File: config.mk
export PLATFORM = sky130hd
export DESIGN_NAME = tmux_link
export DESIGN_NICKNAME = d
export VERILOG_FILES = /design/src/rtl/tmux_link_pkg.sv /design/src/rtl/tmux_link_seq.sv /design/src/rtl/tmux_link_path.sv /design/src/rtl/tmux_link.sv
export SDC_FILE = /design/constraint.sdc
export NUM_CORES = 1
export LEC_CHECK = 0
export CORE_MARGIN = 1.5
export CORE_UTILIZATION = 46
export CTS_BUF_LIST = sky130_fd_sc_hd__clkbuf_8 sky130_fd_sc_hd__clkbuf_16
export DETAILED_ROUTE_END_ITERATION = 6
export PLACE_DENSITY = 0.83
export SLEW_MARGIN = 40
export SYNTH_ARGS = -nofsm -noshare
export SYNTH_HDL_FRONTEND = slang
export SYNTH_HIERARCHICAL = 1
export SYNTH_SLANG_ARGS = --single-unit
File: constraint.sdc
create_clock -name clk -period 5.5 [get_ports clk]
set_clock_uncertainty 0.1 [all_clocks]
set_input_delay 1.375 -clock clk [delete_from_list [all_inputs] [get_ports clk]]
set_output_delay 1.375 -clock clk [all_outputs]
set_load 0.1 [all_outputs]
File: src/rtl/tmux_link_pkg.sv
package tmux_link_pkg;

  // True when exactly one bit of a state vector is set (vector up to 64 bits).
  function automatic logic oneHotOk(input logic [63:0] vec);
    int unsigned ones;
    ones = 0;
    for (int i = 0; i < 64; i++) begin
      ones += int'(vec[i]);
    end
    return ones == 1;
  endfunction

endpackage

File: src/rtl/tmux_link_seq.sv
module tmux_link_seq #(
  parameter int NUM_MICRO = 8
) (
  input  logic                 clk,
  input  logic                 rst,
  output logic [NUM_MICRO-1:0] microOh,
  output logic                 endCycle
);
  import tmux_link_pkg::*;

  localparam logic [NUM_MICRO-1:0] FIRST_STATE = NUM_MICRO'(1);

  logic stateLegal;
  logic [NUM_MICRO-1:0] microNext;

  always_comb begin
    stateLegal = oneHotOk(64'(microOh));
    if (stateLegal) begin
      microNext = {microOh[NUM_MICRO-2:0], microOh[NUM_MICRO-1]};
    end else begin
      microNext = FIRST_STATE;
    end
  end

  always_ff @(posedge clk) begin
    if (rst) begin
      microOh <= FIRST_STATE;
    end else begin
      microOh <= microNext;
    end
  end

  assign endCycle = microOh[NUM_MICRO-1];

  assert_reset_state_R1: assert property (@(posedge clk)
    rst |=> (microOh == FIRST_STATE));

  assert_one_hot_R2: assert property (@(posedge clk) disable iff (rst)
    $onehot(microOh));

  assert_wrap_first_R3: assert property (@(posedge clk) disable iff (rst)
    endCycle |=> microOh[0]);

  assert_end_pulse_R3: assert property (@(posedge clk) disable iff (rst)
    endCycle |=> !endCycle);

endmodule

File: src/rtl/tmux_link_path.sv
module tmux_link_path #(
  parameter int NUM_SIG   = 8,
  parameter int NUM_RX    = 9,
  parameter int NUM_PINS  = 2,
  parameter int NUM_MICRO = 8,
  parameter int unsigned TX_SRC [NUM_MICRO][NUM_PINS] =
    '{'{0,0}, '{0,1}, '{2,3}, '{0,0}, '{4,5}, '{6,0}, '{0,0}, '{7,8}},
  parameter int unsigned RX_DST [NUM_MICRO][NUM_PINS] =
    '{'{0,0}, '{0,1}, '{2,3}, '{0,0}, '{4,5}, '{6,0}, '{0,0}, '{7,8}},
  parameter bit SLOT_VLD [NUM_MICRO][NUM_PINS] =
    '{'{1'b0,1'b0}, '{1'b1,1'b1}, '{1'b1,1'b1}, '{1'b0,1'b0},
      '{1'b1,1'b1}, '{1'b1,1'b0}, '{1'b0,1'b0}, '{1'b1,1'b1}}
) (
  input  logic                 clk,
  input  logic                 rst,
  input  logic [NUM_MICRO-1:0] microOh,
  input  logic [NUM_SIG-1:0]   txSig,
  output logic [NUM_PINS-1:0]  pinOut,
  input  logic [NUM_PINS-1:0]  pinIn,
  output logic [NUM_RX-1:0]    rxHold
);

  localparam int SRC_N = NUM_SIG + NUM_RX;
  localparam int SRC_W = $clog2(SRC_N);
  localparam int DST_W = (NUM_RX > 1) ? $clog2(NUM_RX) : 1;

  logic [SRC_N-1:0]     srcAll;
  logic [NUM_MICRO-1:0] slotMask;

  // Source space: local inputs first, then received values for forwarding.
  assign srcAll = {rxHold, txSig};

  // Microcycles that carry at least one valid slot on any pin.
  always_comb begin
    for (int m = 0; m < NUM_MICRO; m++) begin
      slotMask[m] = 1'b0;
      for (int p = 0; p < NUM_PINS; p++) begin
        slotMask[m] = slotMask[m] | SLOT_VLD[m][p];
      end
    end
  end

  // Transmit: AND-OR of the active microcycle's valid slots per pin.
  always_comb begin
    pinOut = '0;
    for (int m = 0; m < NUM_MICRO; m++) begin
      for (int p = 0; p < NUM_PINS; p++) begin
        if (SLOT_VLD[m][p] && microOh[m]) begin
          pinOut[p] = srcAll[SRC_W'(TX_SRC[m][p])];
        end
      end
    end
  end

  // Receive: each holding register loads only in its assigned slot.
  always_ff @(posedge clk) begin
    if (rst) begin
      rxHold <= '0;
    end else begin
      for (int m = 0; m < NUM_MICRO; m++) begin
        for (int p = 0; p < NUM_PINS; p++) begin
          if (SLOT_VLD[m][p] && microOh[m]) begin
            rxHold[DST_W'(RX_DST[m][p])] <= pinIn[p];
          end
        end
      end
    end
  end

  assert_hold_cleared_R1: assert property (@(posedge clk)
    rst |=> (rxHold == '0));

  assert_hold_stable_R6: assert property (@(posedge clk) disable iff (rst)
    ((microOh & slotMask) == '0) |=> $stable(rxHold));

endmodule

File: src/rtl/tmux_link.sv
module tmux_link #(
  parameter int NUM_SIG   = 8,
  parameter int NUM_RX    = 9,
  parameter int NUM_PINS  = 2,
  parameter int NUM_MICRO = 8,
  parameter int unsigned TX_SRC [NUM_MICRO][NUM_PINS] =
    '{'{0,0}, '{0,1}, '{2,3}, '{0,0}, '{4,5}, '{6,0}, '{0,0}, '{7,8}},
  parameter int unsigned RX_DST [NUM_MICRO][NUM_PINS] =
    '{'{0,0}, '{0,1}, '{2,3}, '{0,0}, '{4,5}, '{6,0}, '{0,0}, '{7,8}},
  parameter bit SLOT_VLD [NUM_MICRO][NUM_PINS] =
    '{'{1'b0,1'b0}, '{1'b1,1'b1}, '{1'b1,1'b1}, '{1'b0,1'b0},
      '{1'b1,1'b1}, '{1'b1,1'b0}, '{1'b0,1'b0}, '{1'b1,1'b1}}
) (
  input  logic                 clk,
  input  logic                 rst,
  input  logic [NUM_SIG-1:0]   txSig,
  output logic [NUM_PINS-1:0]  pinOut,
  input  logic [NUM_PINS-1:0]  pinIn,
  output logic [NUM_RX-1:0]    rxHold,
  output logic [NUM_MICRO-1:0] microState,
  output logic                 endCycle
);

  logic [NUM_MICRO-1:0] microOh;

  tmux_link_seq #(
    .NUM_MICRO (NUM_MICRO)
  ) u_seq (
    .clk      (clk),
    .rst      (rst),
    .microOh  (microOh),
    .endCycle (endCycle)
  );

  tmux_link_path #(
    .NUM_SIG   (NUM_SIG),
    .NUM_RX    (NUM_RX),
    .NUM_PINS  (NUM_PINS),
    .NUM_MICRO (NUM_MICRO),
    .TX_SRC    (TX_SRC),
    .RX_DST    (RX_DST),
    .SLOT_VLD  (SLOT_VLD)
  ) u_path (
    .clk     (clk),
    .rst     (rst),
    .microOh (microOh),
    .txSig   (txSig),
    .pinOut  (pinOut),
    .pinIn   (pinIn),
    .rxHold  (rxHold)
  );

  assign microState = microOh;

endmodule

# ---- After elaboration in Yosys (flattened, before gate mapping)
# Cells that the tools add are included.
dict set report op_classes {
  n_addsub 7
  n_mux 9
  n_reduce_logical 1
  n_bitwise 1
  eq_ne 1
}
# operator count
set ops {}
lappend ops {{$add A32 B1 Y32} 6}
lappend ops {{$eq A32 B1 Y1 const B} 1}
lappend ops {{$mux W1} 9}
lappend ops {{$add A1 B1 Y2} 1}
lappend ops {{$reduce_or A2 Y1} 1}
lappend ops {{$not A1 Y1} 1}
dict set report totals {
  inputBits 12
  register_bits 17
  elab_cells 25
}

# ---- Longest topological paths before layout
dict set report depth {
  depth_word 10
  ltp_mapped 11
  depth_no_buf 11
}

# ---- Hierarchy
# Netlist, hierarchy kept.
# module seq_area_each_um2 area_each_um2 cells_each instances
set modules_own_cells {}
lappend modules_own_cells {tmux_link_seq 160.2 435.4 46 1}
lappend modules_own_cells {tmux_link_path 180.2 419.2 44 1}

# ---- Least setup slack after synthesis
# OpenSTA, ideal clock, no wires.
dict set report synth_path {
  kind {register to output}
  from {register u_seq.microOh[7]}
  to {output port pinOut[0]}
  arrival_ns 3.226
  setup_slack_ns 0.799
  n_path_buf 2
  stages_incl_launch_ff 5
  path_cell_list {dfxtp_1 > buf_4 > buf_6 > a311oi_1 > a31oi_1}
}
dict set report synth_via {
  elab_chain_cells 1
}
# element line
set synth_lines {}
lappend synth_lines {{start: declaration} tmux_link_seq.sv:6} ;# output logic [NUM_MICRO-1:0] microOh,
lappend synth_lines {{start signal: assignment} tmux_link_seq.sv:29} ;# microOh <= microNext;
lappend synth_lines {{$mux W1} tmux_link_path.sv:48} ;# if (SLOT_VLD[m][p] && microOh[m]) begin
lappend synth_lines {{end: declaration} tmux_link.sv:17} ;# output logic [NUM_PINS-1:0] pinOut,
# No other way between the ends.

# ---- Worst setup path in the final report
dict set report layout_path {
  from {input port txSig[1]}
  to {output port pinOut[1]}
}
dict set report layout_via {
  elab_chain_cells 4
}
# element line
set layout_lines {}
lappend layout_lines {{start: declaration} tmux_link.sv:16} ;# input logic [NUM_SIG-1:0] txSig,
lappend layout_lines {{$mux W1 (4 in series)} tmux_link_path.sv:48}
# No other way between the ends.

==> results by group <==
Run status
  • Outcome: complete, no violations

Critical path
  • Highest-delay cell along the critical path: clkdlybuf4s50_1
  • Reg2Reg Setup Slack: 1.87 ns
  • Worst setup SP type: input pin
  • Crit-path max cell delay: between 0.4 and 0.5 ns
  • FF-to-FF End: u_seq/microOh[0]$_SDFF_PP1_
  • CP top delay family: buffers and inverters
  • R2R depth: 11
  • Crit path DAT: 2.43 ns
  • Worst-path cell chain: clkdlybuf4s50_1 -> nand2_1 -> o21ai_1 -> a22o_1 -> buf_4
  • CP required: 4.03 ns
  • Worst Setup End Kind: output port
  • R2r startpoint: u_seq/microOh[1]$_SDFF_PP0_
  • Crit path buf inv count: 2
  • Critical-path maximum fanout: 1
  • Crit path kind: in2out

Floorplanning
  • Row count: 15
  • Die H: 46.10 um
  • Core area: around 1700 um^2
  • Die width: 46.10 um
  • # IOs: 32
  • Initial core utilization: approximately half
  • Die area: ~2100 um^2

Global route
  • Largest net degree at the start of global routing: 16
  • Total global routing overflow: 0
  • Vias in the first global route: about 660
  • Initial antenna violation count: 0
  • GRT Util Overall: 18.83%
  • First-pass GRT wire length: around 2800 um

Hold path
  • Hold EP: u_seq/microOh[1]$_SDFF_PP0_
  • Worst min-delay path class: reg2reg
  • Hold Path Origin: u_seq/microOh[0]$_SDFF_PP1_
  • Hold path cells: 2

Clocking
  • Clock latency on the worst-skew pair: between 0.2 and 0.25 ns
  • # clock sinks: 17
  • Clock Tree Buf Depth: 2
  • Register clock-pin slew on the reported worst setup and hold paths: about 0.060 ns
  • Root buffer cell: clkbuf_8
  • CTS Hold Bufs: 0
  • Postcts setup bufs: 0
  • Post-CTS Resized: 0
  • Clock buffer count from CTS: 3
  • H-tree depth: 1
  • CTS tree: yes

Cells and area
  • Footprint of the multi-input gates: 420.4 um^2
  • Design Area, Final: 1105 um^2
  • Final Util: 63.99%
  • Share of layout cells above drive strength 1: about 22%
  • Area delta synth->final: 29.28%
  • Nets: 140
  • Antenna diodes: 0
  • Filler cells: 158
  • FF+latch area: 340.3 um^2

Timing
  • Min Clock Period, post-route: 3.909 ns
  • Tcrit/Tclk final: 71.08%
  • Final Hold Vio Count: 0
  • Achievable Freq: 255.8 MHz
  • Fin. max-slew vios: 0
  • Min Hold Slack: 0.3790 ns
  • Final Setup Violations: 0
  • Measured slew at the worst slew-check pin: 0.5062 ns
  • Headroom to the max-slew limit: 66.15%
  • Sum Neg Setup Slack: 0 ns
  • RSZ-0062 raised after global routing: no

Pwr
  • NetSw: 0.2384 mW
  • Net Sw Frac: 49.14%
  • Leak pwr: 0.4970 nW
  • Max IR drop VDD: 233.5 uV
  • Sequential share of power: 31.3%
  • Power density cells: between 400 and 500 nW/um^2
  • Combinational power share: 50.9%
  • Internal Pwr Total: between 0.2 and 0.25 mW
  • Clock share of power: 17.9%

Route
  • Total Routed Length: ~1800 um
  • Via count: 708
  • Vias per cell: about 5
  • DRC: 0
  • Wire per inst: 12.17 um
  • Starting DRC count in detailed routing: 7
  • Pre-antenna DRT Iters: 2
  • Antenna Nets Post-Route: 0

Synthesis
  • Main synth FF type: dfxtp_1
  • Post-synthesis sequential area ratio: 39.82%
  • Commonest cells post-synth: dfxtp_1 (17), inv_1 (14), nor2_1 (12), mux2i_1 (10), fa_1 (4)
  • Syn nets: 109
  • Count leader, synth: dfxtp_1
  • Top-area cell type share of the netlist area: 39.82%
  • Area contributors post-synth: dfxtp_1 (40%), mux2i_1 (12%), fa_1 (9.4%)
  • Synth Instances: 90
  • Share of synthesized flip-flops with an asynchronous set or reset: 0%
  • Syn avg cell area: between 9 and 10 um^2
  • Leading area contributor after synthesis: dfxtp_1
  • Post-synthesis register bit count: 17
  • Post-synth EDFFs: 0
  • Distinct cell type count after synthesis: 24
  • Synth Warn #: 6
  • Synth Cell Area: 854.6 um^2

Place
  • Dpl hpwl: 1356 um
  • Area after DPL: 1060 um^2
  • GP Congestion: between 0.8 and 0.9
  • PortBufs: 31

Run
  • Max Cap Viol: 0
==> kinds of logic (layout without fill, tap and decap cells) <==
| family | after synthesis | in the layout | share of synthesized area, % |
|---|---|---|---|
| compound gates | 8 | 8 | 6.589 |
| buf+inv | 19 | 49 | 10.98 |
| simple gates | 29 | 29 | 17.13 |
| fa+ha+maj | 7 | 7 | 13.76 |
| mux | 10 | 10 | 11.71 |
| flops | 17 | 17 | 39.82 |
==> power groups by stage <==
stage          clock (mW)  combinational (mW)  sequential (mW)
6_report           0.0867               0.247            0.152
5_1_grt            0.0960               0.263            0.154
4_1_cts            0.0914               0.248            0.152
3_5_place_dp            0               0.246            0.155
3_3_place_gp            0               0.252            0.156
2_1_floorplan           0               0.118            0.236
==> cells in the final DEF, fill, tap and decap left out, types with 2 or more instances in the layout <==
cell type        instances
a21oi_2                  2
a21oi_1                  2
fa_1                     4
ha_1                     3
clkbuf_8                 3
buf_4                    2
clkdlybuf4s50_1         11
dfxtp_1                 17
nand3_1                  3
inv_1                   15
buf_2                   18
nor2_1                  12
nor4_1                   3
mux2i_1                 10
nor2b_1                  3
nand2_1                  3
==> state kept, by name, indices dropped and copies added (netlist names) <==
register,flops
u_path/rxHold,9
u_seq/microOh,8
==> worst register-to-register path, delay by kind of cell (launching register included) <==
kind	cells	cell delay (ns)
buffers and inverters	3	0.24
and+or+nand+nor	2	0.61
AOI/OAI and AO/OA	1	0.12
DFF	1	0.48
adders and majority gates	5	1.95
==> per-layer routing <==
| layer | global-route usage (%) | wire length, um | up-vias |
|---|---|---|---|
| met4 | 8.571 | 8 | 0 |
| li1 | - | - | 355 |
| met1 | 22.11 | 796 | 334 |
| met3 | 4.706 | 97 | 2 |
| met5 | 0 | 0 | - |
| met2 | 31.94 | 862 | 17 |
==> through the flow <==
step | total power, mW | cells | setup WS, ns
6_report | 0.4851 | 145 | 1.591
5_1_grt | 0.5128 | 145 | 1.547
4_1_cts | 0.4910 | 145 | 1.584
3_5_place_dp | 0.4014 | 141 | 1.591
3_3_place_gp | 0.4070 | 141 | 1.604
2_1_floorplan | 0.3533 | 90 | 0.7989
==> layout make-up <==
class,instances,area share (%)
tap,25,2.831
multi-input combinational,54,38.05
inverter,14,4.757
clock buffer,3,3.737
timing repair buffer,31,19.48
sequential,17,30.80
clock inverter,1,0.3398
==> how the worst max path moves through the flow <==
stage / slack, ns / cells after the start / start / endpoint
global placement: 1.60 / 5 / txSig[6] / pinOut[0]
floorplan: 0.80 / 4 / u_seq/microOh[7]$_SDFF_PP0_ / pinOut[0]
CTS: 1.58 / 5 / txSig[6] / pinOut[0]
detailed placement: 1.59 / 5 / txSig[6] / pinOut[0]
global route: 1.55 / 5 / txSig[1] / pinOut[1]
finish: 1.59 / 5 / txSig[1] / pinOut[1]
Power figures use the tool's default switching activity.
